<file path="src/rtl/uart_rx_pkg.sv">
package uart_rx_pkg;

  typedef enum logic [1:0] {
    ST_IDLE  = 2'd0,
    ST_START = 2'd1,
    ST_BITS  = 2'd2
  } rx_state_e;

  // number of data bits for a word-length code
  function automatic logic [3:0] data_bits(input logic [1:0] wl);
    return {2'b00, wl} + 4'd5;
  endfunction

  // expected parity bit for the data of the current word length
  function automatic logic parity_expect(input logic [7:0] d, input logic [1:0] wl,
                                         input logic even, input logic stick);
    logic x;
    x = 1'b0;
    for (int i = 0; i < 8; i++)
      if (4'(i) < data_bits(wl)) x = x ^ d[i];
    if (stick) return ~even;
    return even ? x : ~x;
  endfunction

endpackage

</file>
<file path="src/rtl/uart_rx_sync.sv">
module uart_rx_sync #(
  parameter int STAGES = 2
) (
  input  logic clk,
  input  logic rst_n,
  input  logic din,
  output logic dout,
  output logic fall
);
  logic [STAGES-1:0] chain;
  logic              prev;

  always_ff @(posedge clk) begin
    if (!rst_n) begin
      chain <= '1;
      prev  <= 1'b1;
    end else begin
      chain <= {chain[STAGES-2:0], din};
      prev  <= chain[STAGES-1];
    end
  end

  assign dout = chain[STAGES-1];
  assign fall = prev & ~chain[STAGES-1];
endmodule

</file>
<file path="src/rtl/uart_rx_framer.sv">
module uart_rx_framer
  import uart_rx_pkg::*;
#(
  parameter int OSR = 16
) (
  input  logic       clk,
  input  logic       rst_n,
  input  logic       rx_s,
  input  logic       rx_fall,
  input  logic       tick16,
  input  logic [1:0] word_len,
  input  logic       par_en,
  input  logic       par_even,
  input  logic       par_stick,
  output logic       start_ok,
  output logic       start_false,
  output logic       char_done,
  output logic [7:0] char_data,
  output logic       par_bad,
  output logic       stop_low,
  output logic       all_low
);
  localparam int CW  = $clog2(OSR);
  localparam logic [CW-1:0] MID  = CW'(OSR/2 - 1);
  localparam logic [CW-1:0] LAST = CW'(OSR - 1);

  rx_state_e   state;
  logic [CW-1:0] tcnt;
  logic [3:0]  bit_idx;
  logic [7:0]  shreg;
  logic        par_smp;
  logic        zero_acc;

  logic [3:0] nd;
  logic [3:0] stop_idx;
  logic       mid_now;
  logic       sample_now;

  assign nd         = data_bits(word_len);
  assign stop_idx   = nd + {3'b000, par_en};
  assign mid_now    = (state == ST_START) && tick16 && (tcnt == MID);
  assign start_ok   = mid_now && !rx_s;
  assign start_false = mid_now && rx_s;
  assign sample_now = (state == ST_BITS) && tick16 && (tcnt == LAST);
  assign char_done  = sample_now && (bit_idx == stop_idx);
  assign char_data  = shreg;
  assign par_bad    = par_en && (par_smp != parity_expect(shreg, word_len, par_even, par_stick));
  assign stop_low   = ~rx_s;
  assign all_low    = zero_acc & ~rx_s;

  always_ff @(posedge clk) begin
    if (!rst_n) begin
      state    <= ST_IDLE;
      tcnt     <= '0;
      bit_idx  <= '0;
      shreg    <= '0;
      par_smp  <= 1'b0;
      zero_acc <= 1'b1;
    end else begin
      case (state)
        ST_IDLE: begin
          if (rx_fall) begin
            state <= ST_START;
            tcnt  <= '0;
          end
        end
        ST_START: begin
          if (start_ok) begin
            state    <= ST_BITS;
            tcnt     <= '0;
            bit_idx  <= '0;
            shreg    <= '0;
            zero_acc <= 1'b1;
          end else if (start_false) begin
            state <= ST_IDLE;
          end else if (tick16) begin
            tcnt <= tcnt + 1'b1;
          end
        end
        ST_BITS: begin
          if (sample_now) begin
            tcnt    <= '0;
            bit_idx <= bit_idx + 1'b1;
            if (bit_idx < nd) begin
              shreg[bit_idx[2:0]] <= rx_s;
              zero_acc <= zero_acc & ~rx_s;
            end else if (bit_idx != stop_idx) begin
              par_smp  <= rx_s;
              zero_acc <= zero_acc & ~rx_s;
            end else begin
              state <= ST_IDLE;
            end
          end else if (tick16) begin
            tcnt <= tcnt + 1'b1;
          end
        end
        default: state <= ST_IDLE;
      endcase
    end
  end
endmodule

</file>
<file path="src/rtl/uart_rx_hold.sv">
module uart_rx_hold #(
  parameter int DW = 8
) (
  input  logic          clk,
  input  logic          rst_n,
  input  logic          char_done,
  input  logic [DW-1:0] char_data,
  input  logic          par_bad,
  input  logic          stop_low,
  input  logic          all_low,
  input  logic          rd_hold,
  output logic [DW-1:0] hold_data,
  output logic          data_ready,
  output logic          overrun_err,
  output logic          parity_err,
  output logic          framing_err,
  output logic          break_det
);
  logic lost;
  assign lost = char_done && data_ready && !rd_hold;

  always_ff @(posedge clk) begin
    if (!rst_n) begin
      hold_data   <= '0;
      data_ready  <= 1'b0;
      overrun_err <= 1'b0;
      parity_err  <= 1'b0;
      framing_err <= 1'b0;
      break_det   <= 1'b0;
    end else begin
      if (char_done) begin
        hold_data   <= char_data;
        data_ready  <= 1'b1;
        overrun_err <= lost | (overrun_err & ~rd_hold);
        parity_err  <= par_bad;
        framing_err <= stop_low;
        break_det   <= all_low;
      end else if (rd_hold) begin
        data_ready  <= 1'b0;
        overrun_err <= 1'b0;
      end
    end
  end
endmodule

</file>
<file path="src/rtl/uart_rx_core.sv">
module uart_rx_core #(
  parameter int OSR        = 16,
  parameter int SYNC_STAGE = 2
) (
  input  logic       clk,
  input  logic       rst_n,
  input  logic       rx_line,
  input  logic       tick16,
  input  logic [1:0] word_len,
  input  logic       par_en,
  input  logic       par_even,
  input  logic       par_stick,
  input  logic       rd_hold,
  output logic [7:0] hold_data,
  output logic       data_ready,
  output logic       overrun_err,
  output logic       parity_err,
  output logic       framing_err,
  output logic       break_det
);
  logic       rx_s, rx_fall;
  logic       start_ok, start_false, char_done;
  logic [7:0] char_data;
  logic       par_bad, stop_low, all_low;

  uart_rx_sync #(.STAGES(SYNC_STAGE)) u_sync (
    .clk(clk), .rst_n(rst_n), .din(rx_line), .dout(rx_s), .fall(rx_fall)
  );

  uart_rx_framer #(.OSR(OSR)) u_framer (
    .clk(clk), .rst_n(rst_n), .rx_s(rx_s), .rx_fall(rx_fall), .tick16(tick16),
    .word_len(word_len), .par_en(par_en), .par_even(par_even), .par_stick(par_stick),
    .start_ok(start_ok), .start_false(start_false), .char_done(char_done),
    .char_data(char_data), .par_bad(par_bad), .stop_low(stop_low), .all_low(all_low)
  );

  uart_rx_hold #(.DW(8)) u_hold (
    .clk(clk), .rst_n(rst_n), .char_done(char_done), .char_data(char_data),
    .par_bad(par_bad), .stop_low(stop_low), .all_low(all_low), .rd_hold(rd_hold),
    .hold_data(hold_data), .data_ready(data_ready), .overrun_err(overrun_err),
    .parity_err(parity_err), .framing_err(framing_err), .break_det(break_det)
  );
endmodule

</file>
<file path="config.mk">
export PLATFORM = sky130hd
export DESIGN_NAME = uart_rx_core
export DESIGN_NICKNAME = d
export VERILOG_FILES = /design/src/rtl/uart_rx_pkg.sv /design/src/rtl/uart_rx_sync.sv /design/src/rtl/uart_rx_framer.sv /design/src/rtl/uart_rx_hold.sv /design/src/rtl/uart_rx_core.sv
export SDC_FILE = /design/constraint.sdc
export NUM_CORES = 1
export LEC_CHECK = 0
export BUFFER_PORTS_ARGS = -buffer_cell sky130_fd_sc_hd__buf_4
export CAP_MARGIN = 15
export CORE_UTILIZATION = 57
export DETAILED_ROUTE_END_ITERATION = 7
export PLACE_DENSITY = 0.78
export SYNTH_ARGS = -nofsm -noshare
export SYNTH_HDL_FRONTEND = slang
export SYNTH_SLANG_ARGS = --single-unit
</file>
<file path="constraint.sdc">
create_clock -name clk -period 2.7 [get_ports clk]
set_clock_uncertainty 0.1 [all_clocks]
set_input_delay 0.27 -clock clk [delete_from_list [all_inputs] [get_ports clk]]
set_output_delay 0.27 -clock clk [all_outputs]
set_load 0.01 [all_outputs]
</file>
## After elaboration in Yosys (flattened, before gate mapping)

Index checks and enable logic that the tools add are counted.

| storage, ports and cells | value |
|---|---|
| register bits after elaboration | 36 |
| input bits | 10 |

| cells by class | value |
|---|---|
| add/sub/neg operators | 4 |
| magnitude comparators | 11 |
| eq/ne operators | 16 |
| muxes and demuxes | 43 |
| bitwise gates (word level) | 16 |
| reduce and logical (&&, ||, !) cells | 23 |

Operators by type and width:

| kind | count |
|---|---|
| $mux 4 | 7 |
| $mux 8 | 3 |
| $mux 1 | 20 |
| $lt 3x4->1 const A | 4 |
| $pmux 8 s2 | 1 |
| $mux 2 | 6 |
| $pmux 4 s3 | 1 |
| $reduce_and 4->1 | 3 |
| $logic_and 1x1->1 | 11 |
| $ne 2x2->1 const B | 5 |
| $ne 3x3->1 const B | 3 |
| $add 4x1->4 const B | 2 |
| $bwmux 8 | 1 |
| $lt 1x4->1 const A | 2 |
| $lt 2x4->1 const A | 2 |
| $pmux 4 s2 | 1 |
| $xor 1x1->1 | 7 |
| $pmux 2 s3 | 1 |
| $reduce_and 3->1 | 2 |
| $not 1->1 | 5 |
| $reduce_and 5->1 | 1 |
| $add 2x3->4 const B | 1 |
| $add 4x1->4 | 1 |
| $eq 4x3->1 const B | 1 |
| 18 further kinds | 22 |

## Longest topological paths before layout

| depth | value |
|---|---|
| depth after elaboration | 22 |
| mapped depth | 11 |
| depth with buffers taken out | 10 |

## Cells and area by module

From an unflattened synthesis, not the netlist that was laid out.

| second synthesis, totals | value |
|---|---|
| cells, all modules | 252 |
| area total of the unflattened synthesis | 2,177.1 µm² |

Modules (own cells, without submodules):

| module | times used | cells each | area an instance (µm²) |
|---|---|---|---|
| uart_rx_framer | 1 | 203 | 1,582.8 |
| uart_rx_hold | 1 | 42 | 509.2 |
| uart_rx_sync | 1 | 7 | 85.1 |

## Worst setup path before layout

OpenSTA, ideal clock, no wires.

| timing path | value |
|---|---|
| path type | input-to-reg |
| start | in word_len[0] |
| end | reg u_hold.parity_err |
| library setup time | 95 ps |
| arrival | 2,043 ps |
| slack | 462 ps |
| stages | 11 |
| cell sequence | inv_1 -> ha_1 -> inv_1 -> fa_1 -> xor2_1 -> o211ai_1 -> nand2b_1 -> clkbuf_2 -> clkinv_1 -> nand4_1 -> o311ai_1 |

| on the way | value |
|---|---|
| longest elaborated chain between the ends | 22 |
| elaborated cells between the ends (all ways) | 32 |
| classes of those cells | add/sub (2); order compare (8); eq/ne (2); mux (10); bitwise (8); reduce/logical (2) |

Ends and longest elaborated chain:

| item | RTL line | source |
|---|---|---|
| start: declaration | uart_rx_core.sv:9 | `input logic [1:0] word_len,` |
| $add 2x3->4 * | uart_rx_pkg.sv:11 | `return {2'b00, wl} + 4'd5;` |
| $lt 1x4->1 | uart_rx_pkg.sv:20 | `if (4'(i) < data_bits(wl)) x = x ^ d[i];` |
| $mux 1 | uart_rx_pkg.sv:20 |  |
| $xor 1x1->1 | uart_rx_pkg.sv:20 |  |
| $mux 1 | uart_rx_pkg.sv:20 |  |
| $xor 1x1->1 | uart_rx_pkg.sv:20 |  |
| $mux 1 | uart_rx_pkg.sv:20 |  |
| $xor 1x1->1 | uart_rx_pkg.sv:20 |  |
| [... 5 more ...] | n/a |  |
| $xor 1x1->1 | uart_rx_pkg.sv:20 |  |
| $mux 1 | uart_rx_pkg.sv:20 |  |
| $xor 1x1->1 | uart_rx_pkg.sv:20 |  |
| $mux 1 | uart_rx_pkg.sv:20 |  |
| $not 1->1 | uart_rx_pkg.sv:22 | `return even ? x : ~x;` |
| $mux 1 (2 in series) | uart_rx_pkg.sv:22 |  |
| $ne 1x1->1 | uart_rx_framer.sv:47 | `assign par_bad = par_en && (par_smp != parity_expect(shreg, word_len, par_even, par_stick));` |
| $logic_and 1x1->1 | uart_rx_framer.sv:47 |  |
| end signal: assignment | uart_rx_hold.sv:35 | `parity_err <= par_bad;` |
| end: declaration | uart_rx_hold.sv:15 | `output logic parity_err,` |

Mark *: on every way between the ends. The rest lies on a longest branch, timed or not.
A chain may end at the register's enable or synchronous reset.

## Worst setup path after layout

| timing path | value |
|---|---|
| start | reg u_framer.bit_idx[1] |
| end | reg u_framer.shreg[2], in the netlist u_framer.char_data[2] |

| on the way | value |
|---|---|
| longest elaborated chain between the ends | 8 |
| elaborated cells between the ends (all ways) | 12 |
| classes of those cells | order compare (3); eq/ne (1); mux (6); reduce/logical (2) |

Ends and longest elaborated chain:

| item | RTL line | source |
|---|---|---|
| start: declaration | uart_rx_framer.sv:29 | `logic [3:0] bit_idx;` |
| start signal: assignment | uart_rx_framer.sv:83 | `bit_idx <= bit_idx + 1'b1;` |
| $lt 3x4->1 (implied by the code) / $ge 3x1->1 (equally long branches) | uart_rx_framer.sv:85 | `shreg[bit_idx[2:0]] <= rx_s;` |
| $logic_and 1x1->1 (implied by the code) | uart_rx_framer.sv:85 |  |
| $mux 1 (implied by the code) | uart_rx_framer.sv:85 |  |
| $demux 1 s3 | n/a |  |
| $bwmux 8 | uart_rx_framer.sv:85 |  |
| $mux 8 | uart_rx_framer.sv:84 | `if (bit_idx < nd) begin` |
| $mux 8 | uart_rx_framer.sv:81 | `if (sample_now) begin` |
| $pmux 8 s2 | uart_rx_framer.sv:60 | `case (state)` |
| end signal: indexed assignment | uart_rx_framer.sv:85 |  |
| end: declaration | uart_rx_framer.sv:30 | `logic [7:0] shreg;` |

Several ways; a longest one is shown, not always the timed one. The select of a mux whose other input is x is not followed.

==> impl_metrics.yaml <==
global_route:
  use_met1_pct: 31.57
  grt_pass1_vias: 1510
  grt_use_met3_pct: 5.970
  globalRouteMet2Util_pct: 40.97
  grt_pass1_wl_mm: 6.782
  number_of_antenna_violations_at_the_first_check_in_global_routing: 0
  grt-ovfl-total: 0
  groute.usage.overall_pct: 25.12
  pin_count_of_the_biggest_net_entering_global_routing: 28
  global_route.peak_usage_layer: "met2"
clock_tree:
  cts_htree_levels: 2
  worst_setup_hold_path_clk_slew_ns: 0.12
  buffers_from_clock_root_to_sink_at_most: 2
  cts-root-buf: "sky130_fd_sc_hd__clkbuf_4"
  cts_hold_buffers: 2
  tritoncts_clock_tree: "done"
  post_cts_buffers: 0
  cts_resized: 0
  clkLatencyLatePin_ns: 0.35
  inserted_clock_buffers: 5
  cts_num_sinks: 36
die:
  io-pin-count: 23
  die_area_sq_um: 3685
  die_y_um: 60.71
  fp.dieW_um: 60.71
  core-area_sq_um: 3153
  core.rowCount: 20
  initial_utilization_pct: 62.30
sta:
  clock.fmax_ghz: 0.4476
  fin_setup_tns_ns: 0
  final_min_period_over_clock_period_pct: 82.74
  slew_viol_final: 0
  rsz0062_at_grt: "false"
  hold-worst-slack_ns: 0.02205
  timing.slew.headroom_pct: 68.83
  layout_setup_ws_ns: 0.4660
  finalHoldViolCount: 0
  worst-slew-pin-transition_ns: 0.4670
  setup_viol: 0
  fin_crit_ns: 2.234
place:
  post-dp-hpwl_mm: 2.799
  post-place-cells: 284
  port-buffer-count: 22
  detailed_place.area_sq_um: 2167
  placement.setup.worst_slack_ns: 0.1900
  finalWeightedCongestion: 0.8014
critical_path:
  crit_path_top_delay_cell: "sky130_fd_sc_hd__dfxtp_1"
  path_max_fanout: 7
  cpPeakStageDelay_ns: 0.54
  path_cells: "ha_1, o21ai_2, a21oi_1, or2_1, a21oi_1, a21oi_1, a211oi_1"
  timing_worst_setup_path_type: "flop to flop"
  critical_path_required_ns: 2.85
  most_frequent_cell_on_the_critical_path: "sky130_fd_sc_hd__a21oi_1"
  crit_arrival_ns: 2.39
  cp-end-kind: "flop"
  critPathLaunchType: "flop"
detailed_routing:
  detail-route-antenna-nets: 0
  route.vias.total: 1587
  drt_first_pass_iters: 4
  postRouteWirelength_mm: 3.940
  drc_errors: 0
  routed_wire_length_per_instance_um: 13.40
  route.detailed.vias_per_inst: 5.398
  initialDrtViolationCount: 45
logic_synthesis:
  synth_warnings: 0
  syn_avg_cell_area_sq_um: 8.770
  mapped_area_sq_um: 1964
  ys_async_rst_share_pct: 0
  yosys.cell_count.top_type: "sky130_fd_sc_hd__dfxtp_1"
  syn-num-nets: 248
  netlist-cell-type-count: 43
  post_synth_top_area_share_pct: 36.69
  yosys_most_used_dff: "sky130_fd_sc_hd__dfxtp_1"
  synthTopCellsByArea: "sky130_fd_sc_hd__dfxtp_1 37%, sky130_fd_sc_hd__ha_1 8.3%, sky130_fd_sc_hd__nand2_1 6.1%"
  synth.ff_latch_count: 36
  yosys.area.top_type: "sky130_fd_sc_hd__dfxtp_1"
  number_of_flops_mapped_to_enable_cells_by_yosys: 0
  synthesis.instances: 224
  top_post_synthesis_cells_by_count: "36 x sky130_fd_sc_hd__dfxtp_1, 32 x sky130_fd_sc_hd__nand2_1, 14 x sky130_fd_sc_hd__a21oi_1"
  synth_sequential_area_ratio_pct: 36.69
finish:
  syn2layout_area_growth_pct: 15.22
  num_antenna_cells: 0
  stdcell_area_sq_um: 2263
  layout.core_utilization_pct: 71.79
  fin_nets: 273
  stdcell_count: 294
  drive_gt1_share_pct: 16.00
pwr:
  peakVddDrop_v: 0.0003299
  powerDensity_nw_per_um2: 495.0
  cellLeakagePower_nw: 0.8822
  internal_power_mw: 0.8179
  power.share.combinational_pct: 16.0
  totalPowerFinal_mw: 1.120
  pwr-share-seq_pct: 50.3
  clock_network_fraction_of_design_power_pct: 33.7
  power.net_switching_mw: 0.3023
  switching_share_pct: 26.99
run:
  max_cap_violations: 0
worst_hold_path:
  hold_path_class: "primary input to flop"
run_status:
  outcome: "completed"
## kinds of logic after synthesis
kind of cell / count (synthesis) / synth area share, %
AND/OR/NAND/NOR: 80 / 21.53
AO/OA/AOI/OAI: 54 / 19.75
flip-flops: 36 / 36.69
buffers and inverters: 23 / 4.904
adder cells (fa/ha/maj): 14 / 9.300
XOR/XNOR: 13 / 5.796
multiplexers: 4 / 2.038
## critical path: cells and delay by family, from the launching register on
family                   cells  cell delay (ns)
AND/OR/NAND/NOR              1             0.34
adder cells (fa/ha/maj)      1             0.31
flip-flops                   1             0.54
AO/OA/AOI/OAI                5             0.85
## layout by cell type, fill, tap and decap left out, types with 3 or more instances in the layout
cell type,count
sky130_fd_sc_hd__buf_4,26
sky130_fd_sc_hd__xnor2_1,9
sky130_fd_sc_hd__nor2_1,6
sky130_fd_sc_hd__a21oi_1,14
sky130_fd_sc_hd__o21ai_0,6
sky130_fd_sc_hd__ha_1,13
sky130_fd_sc_hd__nor3b_1,3
sky130_fd_sc_hd__inv_1,12
sky130_fd_sc_hd__nand3_1,5
sky130_fd_sc_hd__clkbuf_4,5
sky130_fd_sc_hd__a211oi_1,6
sky130_fd_sc_hd__nand2_1,32
sky130_fd_sc_hd__nor3_1,6
sky130_fd_sc_hd__a21boi_0,12
sky130_fd_sc_hd__xor2_1,4
sky130_fd_sc_hd__dfxtp_1,36
sky130_fd_sc_hd__mux2i_1,4
sky130_fd_sc_hd__nor2b_1,7
sky130_fd_sc_hd__nand2b_1,6
sky130_fd_sc_hd__nand4_1,5
## path summary, 6_finish.rpt
path | slack (ns) | depth (start not counted) | from | end
worst min register to register | 0.33 | 1 | u_sync.chain[0]$_SDFF_PN1_ | u_sync.chain[1]$_SDFF_PN1_
worst max-delay path | 0.47 | 7 | u_framer.bit_idx[1]$_SDFFE_PN0P_ | u_framer.char_data[2]$_SDFFE_PN0P_
worst max register to register | 0.47 | 7 | u_framer.bit_idx[1]$_SDFFE_PN0P_ | u_framer.char_data[2]$_SDFFE_PN0P_
worst min-delay path | 0.02 | 2 | par_stick | u_hold.parity_err$_SDFFE_PN0P_
## final cells by class
| class | instances | area [sq um] |
|---|---|---|
| clock inverters | 2 | 35.03 |
| clock buffers | 6 | 41.29 |
| repair buffers | 28 | 215.2 |
| flip-flops and latches | 36 | 720.7 |
| inverters | 13 | 48.80 |
| multi-input cells | 165 | 1147 |
| fillers | 264 | 889.6 |
| well taps | 44 | 55.05 |
## state kept, by name, indices dropped and copies added, names as in the netlist
name / cells
u_framer.par_smp: 1
u_hold.break_det: 1
u_framer.state: 2
u_framer.bit_idx: 4
u_hold.hold_data: 8
u_hold.framing_err: 1
u_sync.chain: 2
u_framer.tcnt: 4
u_hold.overrun_err: 1
u_hold.data_ready: 1
u_framer.char_data: 8
u_sync.prev: 1
u_hold.parity_err: 1
u_framer.zero_acc: 1
## power groups by stage
stage	registers [mW]	clock network [mW]	logic (mW)
after global routing	0.566	0.407	0.203
after floorplan	0.563	0	0.151
after global placement	0.575	0	0.174
after CTS	0.564	0.386	0.179
after detailed placement	0.575	0	0.175
final	0.564	0.378	0.179
## per-layer routing
| metal | routed length (um) | vias to the layer above |
|---|---|---|
| li1 | - | 820 |
| met1 | 1860 | 728 |
| met2 | 1831 | 30 |
| met3 | 157 | 9 |
| met4 | 91 | 0 |
| met5 | 0 | - |
Note: power is estimated with default switching activity, not from simulation.
